File: src/rtl/pwt_pkg.sv
package pwt_pkg;
    localparam int BUS_W  = 32;
    localparam int DMA_W  = 34;
    localparam int ENT_W  = 64;
    localparam int NWIN   = 4;
    localparam int CMP_LO = 20;
    localparam int OFF_W  = 13;
    localparam int PG_SH  = 12;
    localparam int PTE_SH = 10;
    localparam int EN_BIT = 0;
    localparam int SG_BIT = 1;

    localparam logic [BUS_W-1:0] HI_MASK = {{(BUS_W-CMP_LO){1'b1}}, {CMP_LO{1'b0}}};
    localparam logic [BUS_W-1:0] LO_MASK = ~HI_MASK;
    localparam logic [BUS_W-1:0] PG_MASK = {{(BUS_W-CMP_LO){1'b0}}, {(CMP_LO-OFF_W){1'b1}}, {OFF_W{1'b0}}};
    localparam logic [DMA_W-1:0] TBL_LO  = {{(DMA_W-PTE_SH){1'b0}}, {PTE_SH{1'b1}}};

    typedef enum logic [1:0] {
        XS_IDLE  = 2'd0,
        XS_MREQ  = 2'd1,
        XS_MWAIT = 2'd2,
        XS_RESP  = 2'd3
    } xs_state_t;

    typedef struct packed {
        logic             use_sg;
        logic [DMA_W-1:0] direct_addr;
        logic [DMA_W-1:0] ent_addr;
        logic [OFF_W-1:0] offset;
    } xlate_plan_t;

    function automatic logic [DMA_W-1:0] widen(input logic [BUS_W-1:0] v);
        return {{(DMA_W-BUS_W){1'b0}}, v};
    endfunction

    function automatic logic [DMA_W-1:0] direct_map(input logic [BUS_W-1:0] bus,
                                                    input logic [BUS_W-1:0] mask,
                                                    input logic [DMA_W-1:0] tbase);
        logic [DMA_W-1:0] pass;
        pass = widen((mask & HI_MASK) | LO_MASK);
        return (tbase & ~pass) | (widen(bus) & pass);
    endfunction

    function automatic logic [DMA_W-1:0] entry_addr(input logic [BUS_W-1:0] bus,
                                                    input logic [BUS_W-1:0] mask,
                                                    input logic [DMA_W-1:0] tbase);
        logic [DMA_W-1:0] clr;
        logic [DMA_W-1:0] pick;
        clr  = (widen(mask & HI_MASK) >> PTE_SH) | TBL_LO;
        pick = widen(bus & ((mask & HI_MASK) | PG_MASK)) >> PTE_SH;
        return (tbase & ~clr) | pick;
    endfunction

    function automatic logic [DMA_W-1:0] sg_build(input logic [ENT_W-1:0] ent,
                                                  input logic [OFF_W-1:0] off);
        logic [ENT_W-1:0] shifted;
        shifted = (ent & ~ENT_W'(1)) << PG_SH;
        return shifted[DMA_W-1:0] | {{(DMA_W-OFF_W){1'b0}}, off};
    endfunction
endpackage

File: src/rtl/pwt_win_cmp.sv
module pwt_win_cmp
    import pwt_pkg::*;
(
    input  logic [BUS_W-1:0] bus_addr,
    input  logic [BUS_W-1:0] base,
    input  logic [BUS_W-1:0] mask,
    output logic             hit
);
    logic [BUS_W-1:0] care;
    logic             same;

    assign care = ~mask & HI_MASK;
    assign same = ((bus_addr & care) == (base & care));
    assign hit  = base[EN_BIT] & same;
endmodule

File: src/rtl/pwt_prio_pick.sv
module pwt_prio_pick #(
    parameter int NUM   = 4,
    parameter int IDX_W = 2
) (
    input  logic [NUM-1:0]   hits,
    output logic             found,
    output logic [IDX_W-1:0] idx
);
    always_comb begin
        found = 1'b0;
        idx   = '0;
        for (int i = NUM - 1; i >= 0; i--) begin
            if (hits[i]) begin
                found = 1'b1;
                idx   = IDX_W'(i);
            end
        end
    end
endmodule

File: src/rtl/pwt_xlate_calc.sv
module pwt_xlate_calc
    import pwt_pkg::*;
#(
    parameter int NUM   = 4,
    parameter int IDX_W = 2
) (
    input  logic [BUS_W-1:0]          bus_addr,
    input  logic                      found,
    input  logic [IDX_W-1:0]          idx,
    input  logic [NUM-1:0][BUS_W-1:0] win_base,
    input  logic [NUM-1:0][BUS_W-1:0] win_mask,
    input  logic [NUM-1:0][DMA_W-1:0] win_tbase,
    output xlate_plan_t               plan
);
    logic [BUS_W-1:0] sel_base;
    logic [BUS_W-1:0] sel_mask;
    logic [DMA_W-1:0] sel_tbase;

    always_comb begin
        sel_base  = '0;
        sel_mask  = '0;
        sel_tbase = '0;
        for (int i = 0; i < NUM; i++) begin
            if (idx == IDX_W'(i)) begin
                sel_base  = win_base[i];
                sel_mask  = win_mask[i];
                sel_tbase = win_tbase[i];
            end
        end
    end

    always_comb begin
        plan.use_sg      = found & sel_base[SG_BIT];
        plan.direct_addr = found ? direct_map(bus_addr, sel_mask, sel_tbase) : widen(bus_addr);
        plan.ent_addr    = entry_addr(bus_addr, sel_mask, sel_tbase);
        plan.offset      = bus_addr[OFF_W-1:0];
    end
endmodule

File: src/rtl/pwt_ctrl.sv
module pwt_ctrl
    import pwt_pkg::*;
(
    input  logic             clk,
    input  logic             rst,
    input  logic             req_valid,
    output logic             req_ready,
    input  xlate_plan_t      plan,
    output logic             rsp_valid,
    input  logic             rsp_ready,
    output logic [DMA_W-1:0] rsp_addr,
    output logic             mem_req_valid,
    input  logic             mem_req_ready,
    output logic [DMA_W-1:0] mem_req_addr,
    input  logic             mem_rsp_valid,
    input  logic [ENT_W-1:0] mem_rsp_data
);
    xs_state_t        state_q;
    logic [DMA_W-1:0] res_q;
    logic [DMA_W-1:0] ent_q;
    logic [OFF_W-1:0] off_q;

    always_ff @(posedge clk) begin
        if (rst) begin
            state_q <= XS_IDLE;
            res_q   <= '0;
            ent_q   <= '0;
            off_q   <= '0;
        end else begin
            case (state_q)
                XS_IDLE: begin
                    if (req_valid) begin
                        if (plan.use_sg) begin
                            ent_q   <= plan.ent_addr;
                            off_q   <= plan.offset;
                            state_q <= XS_MREQ;
                        end else begin
                            res_q   <= plan.direct_addr;
                            state_q <= XS_RESP;
                        end
                    end
                end
                XS_MREQ: begin
                    if (mem_req_ready) begin
                        state_q <= XS_MWAIT;
                    end
                end
                XS_MWAIT: begin
                    if (mem_rsp_valid) begin
                        res_q   <= sg_build(mem_rsp_data, off_q);
                        state_q <= XS_RESP;
                    end
                end
                XS_RESP: begin
                    if (rsp_ready) begin
                        state_q <= XS_IDLE;
                    end
                end
                default: state_q <= XS_IDLE;
            endcase
        end
    end

    assign req_ready     = (state_q == XS_IDLE);
    assign rsp_valid     = (state_q == XS_RESP);
    assign rsp_addr      = res_q;
    assign mem_req_valid = (state_q == XS_MREQ);
    assign mem_req_addr  = ent_q;
endmodule

File: src/rtl/pci_win_xlate.sv
module pci_win_xlate
    import pwt_pkg::*;
#(
    parameter int NUM_WIN = NWIN
) (
    input  logic                          clk,
    input  logic                          rst,
    input  logic                          req_valid,
    output logic                          req_ready,
    input  logic [BUS_W-1:0]              req_addr,
    output logic                          rsp_valid,
    input  logic                          rsp_ready,
    output logic [DMA_W-1:0]              rsp_addr,
    output logic                          mem_req_valid,
    input  logic                          mem_req_ready,
    output logic [DMA_W-1:0]              mem_req_addr,
    input  logic                          mem_rsp_valid,
    input  logic [ENT_W-1:0]              mem_rsp_data,
    input  logic [NUM_WIN-1:0][BUS_W-1:0] win_base,
    input  logic [NUM_WIN-1:0][BUS_W-1:0] win_mask,
    input  logic [NUM_WIN-1:0][DMA_W-1:0] win_tbase
);
    localparam int IDX_W = (NUM_WIN > 1) ? $clog2(NUM_WIN) : 1;

    logic [NUM_WIN-1:0] hit_v;
    logic               found;
    logic [IDX_W-1:0]   idx;
    xlate_plan_t        plan;

    generate
        for (genvar g = 0; g < NUM_WIN; g++) begin : g_win
            pwt_win_cmp u_cmp (
                .bus_addr (req_addr),
                .base     (win_base[g]),
                .mask     (win_mask[g]),
                .hit      (hit_v[g])
            );
        end
    endgenerate

    pwt_prio_pick #(.NUM(NUM_WIN), .IDX_W(IDX_W)) u_pick (
        .hits  (hit_v),
        .found (found),
        .idx   (idx)
    );

    pwt_xlate_calc #(.NUM(NUM_WIN), .IDX_W(IDX_W)) u_calc (
        .bus_addr  (req_addr),
        .found     (found),
        .idx       (idx),
        .win_base  (win_base),
        .win_mask  (win_mask),
        .win_tbase (win_tbase),
        .plan      (plan)
    );

    pwt_ctrl u_ctrl (
        .clk           (clk),
        .rst           (rst),
        .req_valid     (req_valid),
        .req_ready     (req_ready),
        .plan          (plan),
        .rsp_valid     (rsp_valid),
        .rsp_ready     (rsp_ready),
        .rsp_addr      (rsp_addr),
        .mem_req_valid (mem_req_valid),
        .mem_req_ready (mem_req_ready),
        .mem_req_addr  (mem_req_addr),
        .mem_rsp_valid (mem_rsp_valid),
        .mem_rsp_data  (mem_rsp_data)
    );
endmodule

File: config.mk
export PLATFORM = sky130hd
export DESIGN_NAME = pci_win_xlate
export DESIGN_NICKNAME = d
export VERILOG_FILES = /design/src/rtl/pwt_pkg.sv /design/src/rtl/pwt_win_cmp.sv /design/src/rtl/pwt_prio_pick.sv /design/src/rtl/pwt_xlate_calc.sv /design/src/rtl/pwt_ctrl.sv /design/src/rtl/pci_win_xlate.sv
export SDC_FILE = /design/constraint.sdc
export NUM_CORES = 1
export LEC_CHECK = 0
export ABC_AREA = 0
export BUFFER_PORTS_ARGS = -buffer_cell sky130_fd_sc_hd__buf_2
export CAP_MARGIN = 20
export CORE_AREA = 2 2 217 219
export CTS_CLUSTER_DIAMETER = 120
export DETAILED_ROUTE_END_ITERATION = 16
export DIE_AREA = 0 0 219 221
export PLACE_DENSITY = 0.41
export SYNTH_ARGS = -nofsm -noshare
export SYNTH_HDL_FRONTEND = slang
export SYNTH_SLANG_ARGS = --single-unit
File: constraint.sdc
create_clock -name clk -period 4.9 [get_ports clk]
set_input_delay 0.49 -clock clk [delete_from_list [all_inputs] [get_ports clk]]
set_output_delay 0.49 -clock clk [all_outputs]
set_load 0.005 [all_outputs]
==> qor.csv, run 1 <==
metric,value,unit
Tot GR Track Use,16.3,%
Iter 0 DRT Violations,613,
CP max FO,10,
GR Util met3,4.99,%
post-synth top area cell,dfxtp_1,
initial antenna violation count,29,
Worst setup EP type,register,
PortBufs,326,
GRT busiest layer,met2,
clk slew on worst S/H paths,0.07,ns
WL final,40800,um
HP Class,input port to register,
net switching power,1.26,mW
power density cells,344,mW/mm^2
Die H,221,um
CTS tree,yes,
RSZ-0062 raised after global routing,false,
Reg2Reg Launch Point,u_ctrl.state_q[0],
Yosys cell types,66,
count of final setup violators,0,
Fmax achieved,263,MHz
die width,219,um
Async SR Flop Fraction,0,%
Min Hold Slack,0.402,ns
Clock Power Share,22.6,%
met1 usage,22.0,%
post-synthesis sequential element count,80,
Worst EP required,5.16,ns
post-synth top area share,26.3,%
setup TNS,0,ns
"most common cell after layout, fill and taps aside",buf_2,
Sw Share,41.8,%
via/cell ratio,4.65,
"EDFF count, synth",0,
Crit. Startpoint,req_addr[28],
DR WL/cell,24.2,um
Worst Max-Slew Pin Slew,0.909,ns
Worst-Skew Late Latency,0.34,ns
clock skew,0.00896,ns
core footprint,0.0461,mm^2
Avg Inst Size Synth,7.92,um^2
total internal power,1.75,mW
Nets,1566,
drt pass-1 iters,5,
post-route ant nets,0,
area delta synth->final,43.4,%
Pins Over Slew Limit,0,
Resize count post-CTS,0,
RD Place Congestion,0.865,
endpoints failing hold,0,
total grt overflow,0,
Worst setup SP type,input port,
maximum root-to-sink buffer count,2,
FF-to-FF setup slack,2.30,ns
clk sinks,80,
critical path capture point,u_ctrl.rsp_addr[20],
sequential power share,29.0,%
maxcap violations,0,
most frequent cells in the layout,"buf_2, dfxtp_1, a21oi_1, xnor2_1, buf_4",
largest net degree at the start of global routing,52,
H-tree depth,3,
vias,7854,
hpwl dp,33700,um
first-pass GRT wire length,56600,um
die area,0.0484,mm^2
combinational fraction of design power,48.4,%
DRC,0,
setup bufs post-CTS,0,
P_leak,3.53,nW
status,completed,
Hold Buf Count CTS,0,
I/O pin count,565,
Synth Flop Type,dfxtp_1,
sequential area share after synthesis,26.3,%
number of global-route vias before repair,7731,
Worst R2R Path Depth,8,
total CTS buffers,9,
final worst-path cycle share,77.5,%
Rows,79,
WP data arrival,4.05,ns
crit path kind,input port to register,
min Tclk post-route,3.80,ns
Syn Inst Count,770,
Synth area leaders,"dfxtp_1, a21oi_1, xnor2_1",
Root Driver,clkbuf_16,
Fill cells,5364,
met2 usage,26.3,%
Slew Limit Headroom,39.2,%
r2r endpoint,u_ctrl.rsp_addr[22],
Initial Util,13.2,%
Ys Warns,0,
Mapped Area,0.00610,mm^2
layout cells sized above 1,37.4,%
Peak VDD IR,0.000181,V
registers in the layout (all words and copies together) (netlist names):
register	cells
u_ctrl.rsp_addr	34
u_ctrl.mem_req_addr	31
u_ctrl.off_q	13
u_ctrl.state_q	2
synth_stat cells (7+ instances only):
| cell | number |
|---|---|
| inv_1 | 22 |
| dfxtp_1 | 80 |
| o311ai_1 | 9 |
| a211oi_1 | 35 |
| xor2_1 | 7 |
| nor4_1 | 21 |
| buf_4 | 18 |
| o21ai_0 | 34 |
| o22ai_1 | 15 |
| a31oi_1 | 13 |
| o32ai_1 | 7 |
| a22o_1 | 7 |
| xnor2_1 | 41 |
| clkbuf_1 | 37 |
| o2bb2ai_1 | 8 |
| or3_1 | 15 |
| nor3_1 | 16 |
| mux2i_1 | 26 |
| o311ai_0 | 11 |
| nor2_1 | 17 |
| or4_1 | 13 |
| a311oi_1 | 17 |
| nand3_1 | 33 |
| a21oi_1 | 79 |
| buf_2 | 24 |
| a32oi_1 | 9 |
| a21boi_0 | 9 |
| and3_1 | 25 |
| nand2_1 | 37 |
kinds of logic after synthesis:
kind of cell / count (synthesis) / synth area share [%]
XOR/XNOR: 48 / 6.90
adder cells (fa/ha/maj): 4 / 0.821
AO/OA/AOI/OAI: 307 / 35.6
flip-flops: 80 / 26.3
buffers and inverters: 109 / 8.68
AND/OR/NAND/NOR: 195 / 17.4
other: 1 / 0.0615
multiplexers: 26 / 4.27
area by class of cell:
type	instances	area, um^2	share of cell area [%]
diodes	9	22.5	0.258
clock buffers	10	239	2.73
clock inverters	6	47.5	0.544
inverters	24	90.1	1.03
multi-input cells	583	4000	45.7
flip-flops and latches	80	1600	18.3
well taps	607	759	8.69
repair buffers	370	1980	22.7
how the worst min path moves through the flow:
stage	start	to	slack, ns	cells after the start
finish	req_addr[12]	u_ctrl.off_q[12]	0.40	3
global route	req_addr[5]	u_ctrl.off_q[5]	0.39	3
CTS	req_addr[7]	u_ctrl.off_q[7]	0.39	3
detailed placement	u_ctrl.off_q[1]	u_ctrl.off_q[1]	0.47	2
global placement	u_ctrl.off_q[4]	u_ctrl.off_q[4]	0.46	2
floorplan	u_ctrl.off_q[0]	u_ctrl.off_q[0]	0.45	2
routing by layer:
metal	share of wire [%]	vias to the layer above
li1	-	3613
met1	45	3804
met2	45	399
met3	8.8	32
met4	0.69	6
met5	0.10	-
power groups by stage:
stage	Clock, mW	Combinational [mW]	Sequential, mW
after floorplan	0	0.762	0.896
after global placement	0	1.46	0.882
after detailed placement	0	1.47	0.887
after CTS	0.714	1.47	0.873
after global routing	0.739	1.60	0.889
final	0.681	1.45	0.872
worst max-delay path, cell delays in order:
cell,delay (ns)
buf_2,0.19
xor2_1,0.20
a222oi_1,0.40
nand3_1,0.37
o211ai_1,0.82
buf_4,0.33
nor4_1,0.08
a21oi_1,0.43
o311ai_0,0.25
buf_2,0.24
a311oi_1,0.25
metrics by stage:
| stage | power, mW | cell area (um^2) | setup WS, ns | std cells | utilization [%] |
|---|---|---|---|---|---|
| final | 3.01 | 8740 | 1.10 | 1689 | 19.0 |
| after floorplan | 1.66 | 6100 | 1.84 | 772 | - |
| after CTS | 3.06 | 8720 | 1.15 | 1680 | 18.9 |
| after global routing | 3.22 | 8720 | 0.947 | 1682 | 18.9 |
| after global placement | 2.34 | 8430 | 0.547 | 1663 | 18.3 |
| after detailed placement | 2.35 | 8430 | 0.768 | 1664 | 18.3 |
No activity file was read; power rests on OpenSTA's default activity.
==> run 2: changes to the inputs <==
- ABC_AREA: 0 -> 1
- clock period: 4.9 -> 3.7 ns (I/O delays scaled with it)
==> run 2 against run 1 <==
Non-clock buffer count down 24. Global-route usage is 2.3 points lower. Register-to-register slack worse by 0.95 ns. First-iteration DRC count down 26%. Via count decreased by 2.5%. Final cell count rose by 14%. Area after synthesis shrank 4.1%. Die area is the same. Hold slack got worse by 0.12 ns. Critical endpoint is now u_ctrl.mem_req_addr[17]. Largest power group unchanged. Highest routed layer unchanged.
==> qor.csv, run 2 <==
metric,value,unit
Worst Max-Slew Pin Slew,0.730,ns
post-synthesis sequential element count,80,
Mapped Area,0.00584,mm^2
drt pass-1 iters,5,
met2 usage,22.4,%
WL final,35200,um
clock skew,0.00768,ns
clk slew on worst S/H paths,0.07,ns
Async SR Flop Fraction,0,%
Worst path slowest cell,inv_2,
PortBufs,326,
post-synth top area cell,dfxtp_1,
"EDFF count, synth",0,
hold_sp,req_addr[17],
initial antenna violation count,9,
Worst path max stage delay,0.56,ns
Fill cells,5426,
list of most frequent post-synthesis cells,"nand2_1, nand3_1, nor2_1",
final worst-path cycle share,85.3,%
Slew Limit Headroom,51.3,%
crit path cell chain,buf_2 > inv_2 > nand2_1 > nand3b_1 > nand2_1 > nor2_1 > nand2_1 > nor2_1 > inv_2 > nand2_4 > nand2_1 > inv_2 > nand2_1 > nand3_2 > nand3_2 > inv_2 > o21ai_0 > a21oi_1,
Worst Path Buf+Inv,5,
Pins Over Slew Limit,0,
"most common cell after layout, fill and taps aside",nand2_1,
Iter 0 DRT Violations,454,
RD Place Congestion,0.856,
most frequent cells in the layout,"nand2_1, buf_2, nand3_1, nor2_1, a21oi_1",
min Tclk post-route,3.16,ns
crit path kind,input port to register,
Root Driver,clkbuf_16,
cell with the most instances after synthesis,nand2_1,
WP data arrival,3.43,ns
HP Class,input port to register,
I/O pin count,565,
die area,0.0484,mm^2
count of final setup violators,0,
Peak VDD IR,0.000237,V
post-synth top area share,27.4,%
Synth area leaders,"dfxtp_1, nand2_1, nand3_1",
r2r endpoint,u_ctrl.rsp_addr[20],
Syn Inst Count,1014,
post-route ant nets,0,
layout cells sized above 1,30.8,%
GRT busiest layer,met2,
Worst setup SP type,input port,
Ys Warns,0,
Worst-Skew Late Latency,0.34,ns
Final Core Density,18.4,%
Synth Flop Type,dfxtp_1,
Worst R2R Path Depth,10,
Worst EP required,3.97,ns
Rows,79,
Initial Util,12.7,%
vias,7661,
Avg Inst Size Synth,5.76,um^2
Power Total,3.63,mW
endpoints failing hold,0,
CP Depth,18,
DR WL/cell,18.2,um
Hold Buf Count CTS,0,
setup TNS,0,ns
number of global-route vias before repair,7182,
Worst path top cell family by delay,simple AND/OR/NAND/NOR gates,
Yosys cell types,34,
clk sinks,80,
P_leak,4.15,nW
Worst setup EP type,register,
largest net degree at the start of global routing,53,
Reg2Reg Launch Point,u_ctrl.state_q[0],
status,completed,
met1 usage,19.4,%
die width,219,um
DRC,0,
FF-to-FF setup slack,1.35,ns
via/cell ratio,3.97,
Tot GR Track Use,14.0,%
total CTS buffers,9,
critical path capture point,u_ctrl.mem_req_addr[17],
Resize count post-CTS,0,
Nets,1813,
CP max FO,35,
sequential area share after synthesis,27.4,%
first-pass GRT wire length,48700,um
area delta synth->final,45.0,%
maximum root-to-sink buffer count,2,
Fmax achieved,317,MHz
Die H,221,um
total grt overflow,0,
RSZ-0062 raised after global routing,false,
max reg flops,34,
setup bufs post-CTS,0,
CP dominant cell by count,nand2_1,
power density cells,429,mW/mm^2
H-tree depth,3,
core footprint,0.0461,mm^2
maxcap violations,0,
hpwl dp,29100,um
Crit. Startpoint,req_addr[28],
GR Util met3,2.87,%
CTS tree,yes,
run 2: changes by cell type after synthesis, sizes merged, moves of 25 or more:
cell	delta
a211oi	-36
mux2i	-26
inv	+81
xnor2	-39
nand4	+33
and3	-25
nand3	+66
nor2	+75
nand2	+325
run 2: worst min-delay path by stage:
stage	to	slack, ns	depth (start not counted)
2_1_floorplan	u_ctrl.off_q[10]	0.43	2
3_3_place_gp	u_ctrl.off_q[12]	0.44	2
3_5_place_dp	u_ctrl.off_q[1]	0.44	2
4_1_cts	u_ctrl.mem_req_addr[7]	0.26	3
5_1_grt	u_ctrl.mem_req_addr[4]	0.27	3
6_report	u_ctrl.mem_req_addr[7]	0.28	3
run 2: worst min-delay path: stages:
cell	delay, ns
buf_2	0.11
nand2_1	0.06
a21oi_1	0.05
run 2: per-layer routing:
| metal | part of all wire (%) | routed length [um] |
|---|---|---|
| met4 | 0.85 | 299 |
| met2 | 44 | 15600 |
| met3 | 7.0 | 2460 |
| met1 | 48 | 16800 |
| met5 | 0.077 | 27 |
run 2: stage by stage:
step	setup slack (ns)	cells	hold WS, ns	area [um^2]
floorplan	1.43	1016	0.429	5850
global placement	0.128	1910	0.440	8120
detailed placement	0.130	1911	0.445	8150
CTS	0.502	1927	0.259	8460
global route	0.254	1929	0.268	8470
finish	0.542	1931	0.280	8470
run 2: cells by family (layout without fill, tap and decap cells):
| group | count (synthesis) | after routing | share of synthesized area, % |
|---|---|---|---|
| and+or+nand+nor | 616 | 616 | 45.6 |
| buffers and inverters | 162 | 466 | 11.5 |
| AOI/OAI and AO/OA | 149 | 149 | 14.3 |
| DFF | 80 | 80 | 27.4 |
| adders and majority gates | 4 | 4 | 0.856 |
| xor gates and xnor gates | 2 | 2 | 0.300 |
| other | 1 | 7 | 0.0642 |
run 2: area by class of cell:
| type | instances | area (um^2) | share of cell area (%) |
|---|---|---|---|
| Antenna cell | 4 | 10.0 | 0.118 |
| Clock buffer | 10 | 239 | 2.82 |
| Clock inverter | 6 | 75.1 | 0.886 |
| Inverter | 104 | 390 | 4.61 |
| Multi-Input combinational cell | 774 | 3580 | 42.3 |
| Sequential cell | 80 | 1600 | 18.9 |
| Tap cell | 607 | 759 | 8.96 |
| Timing Repair Buffer | 346 | 1810 | 21.4 |
run 2: power by group:
group / internal (mW) / switching (mW) / leakage, nW
logic: 0.583 / 0.936 / 3.35
clock network: 0.552 / 0.427 / 0.151
registers: 1.04 / 0.0929 / 0.651
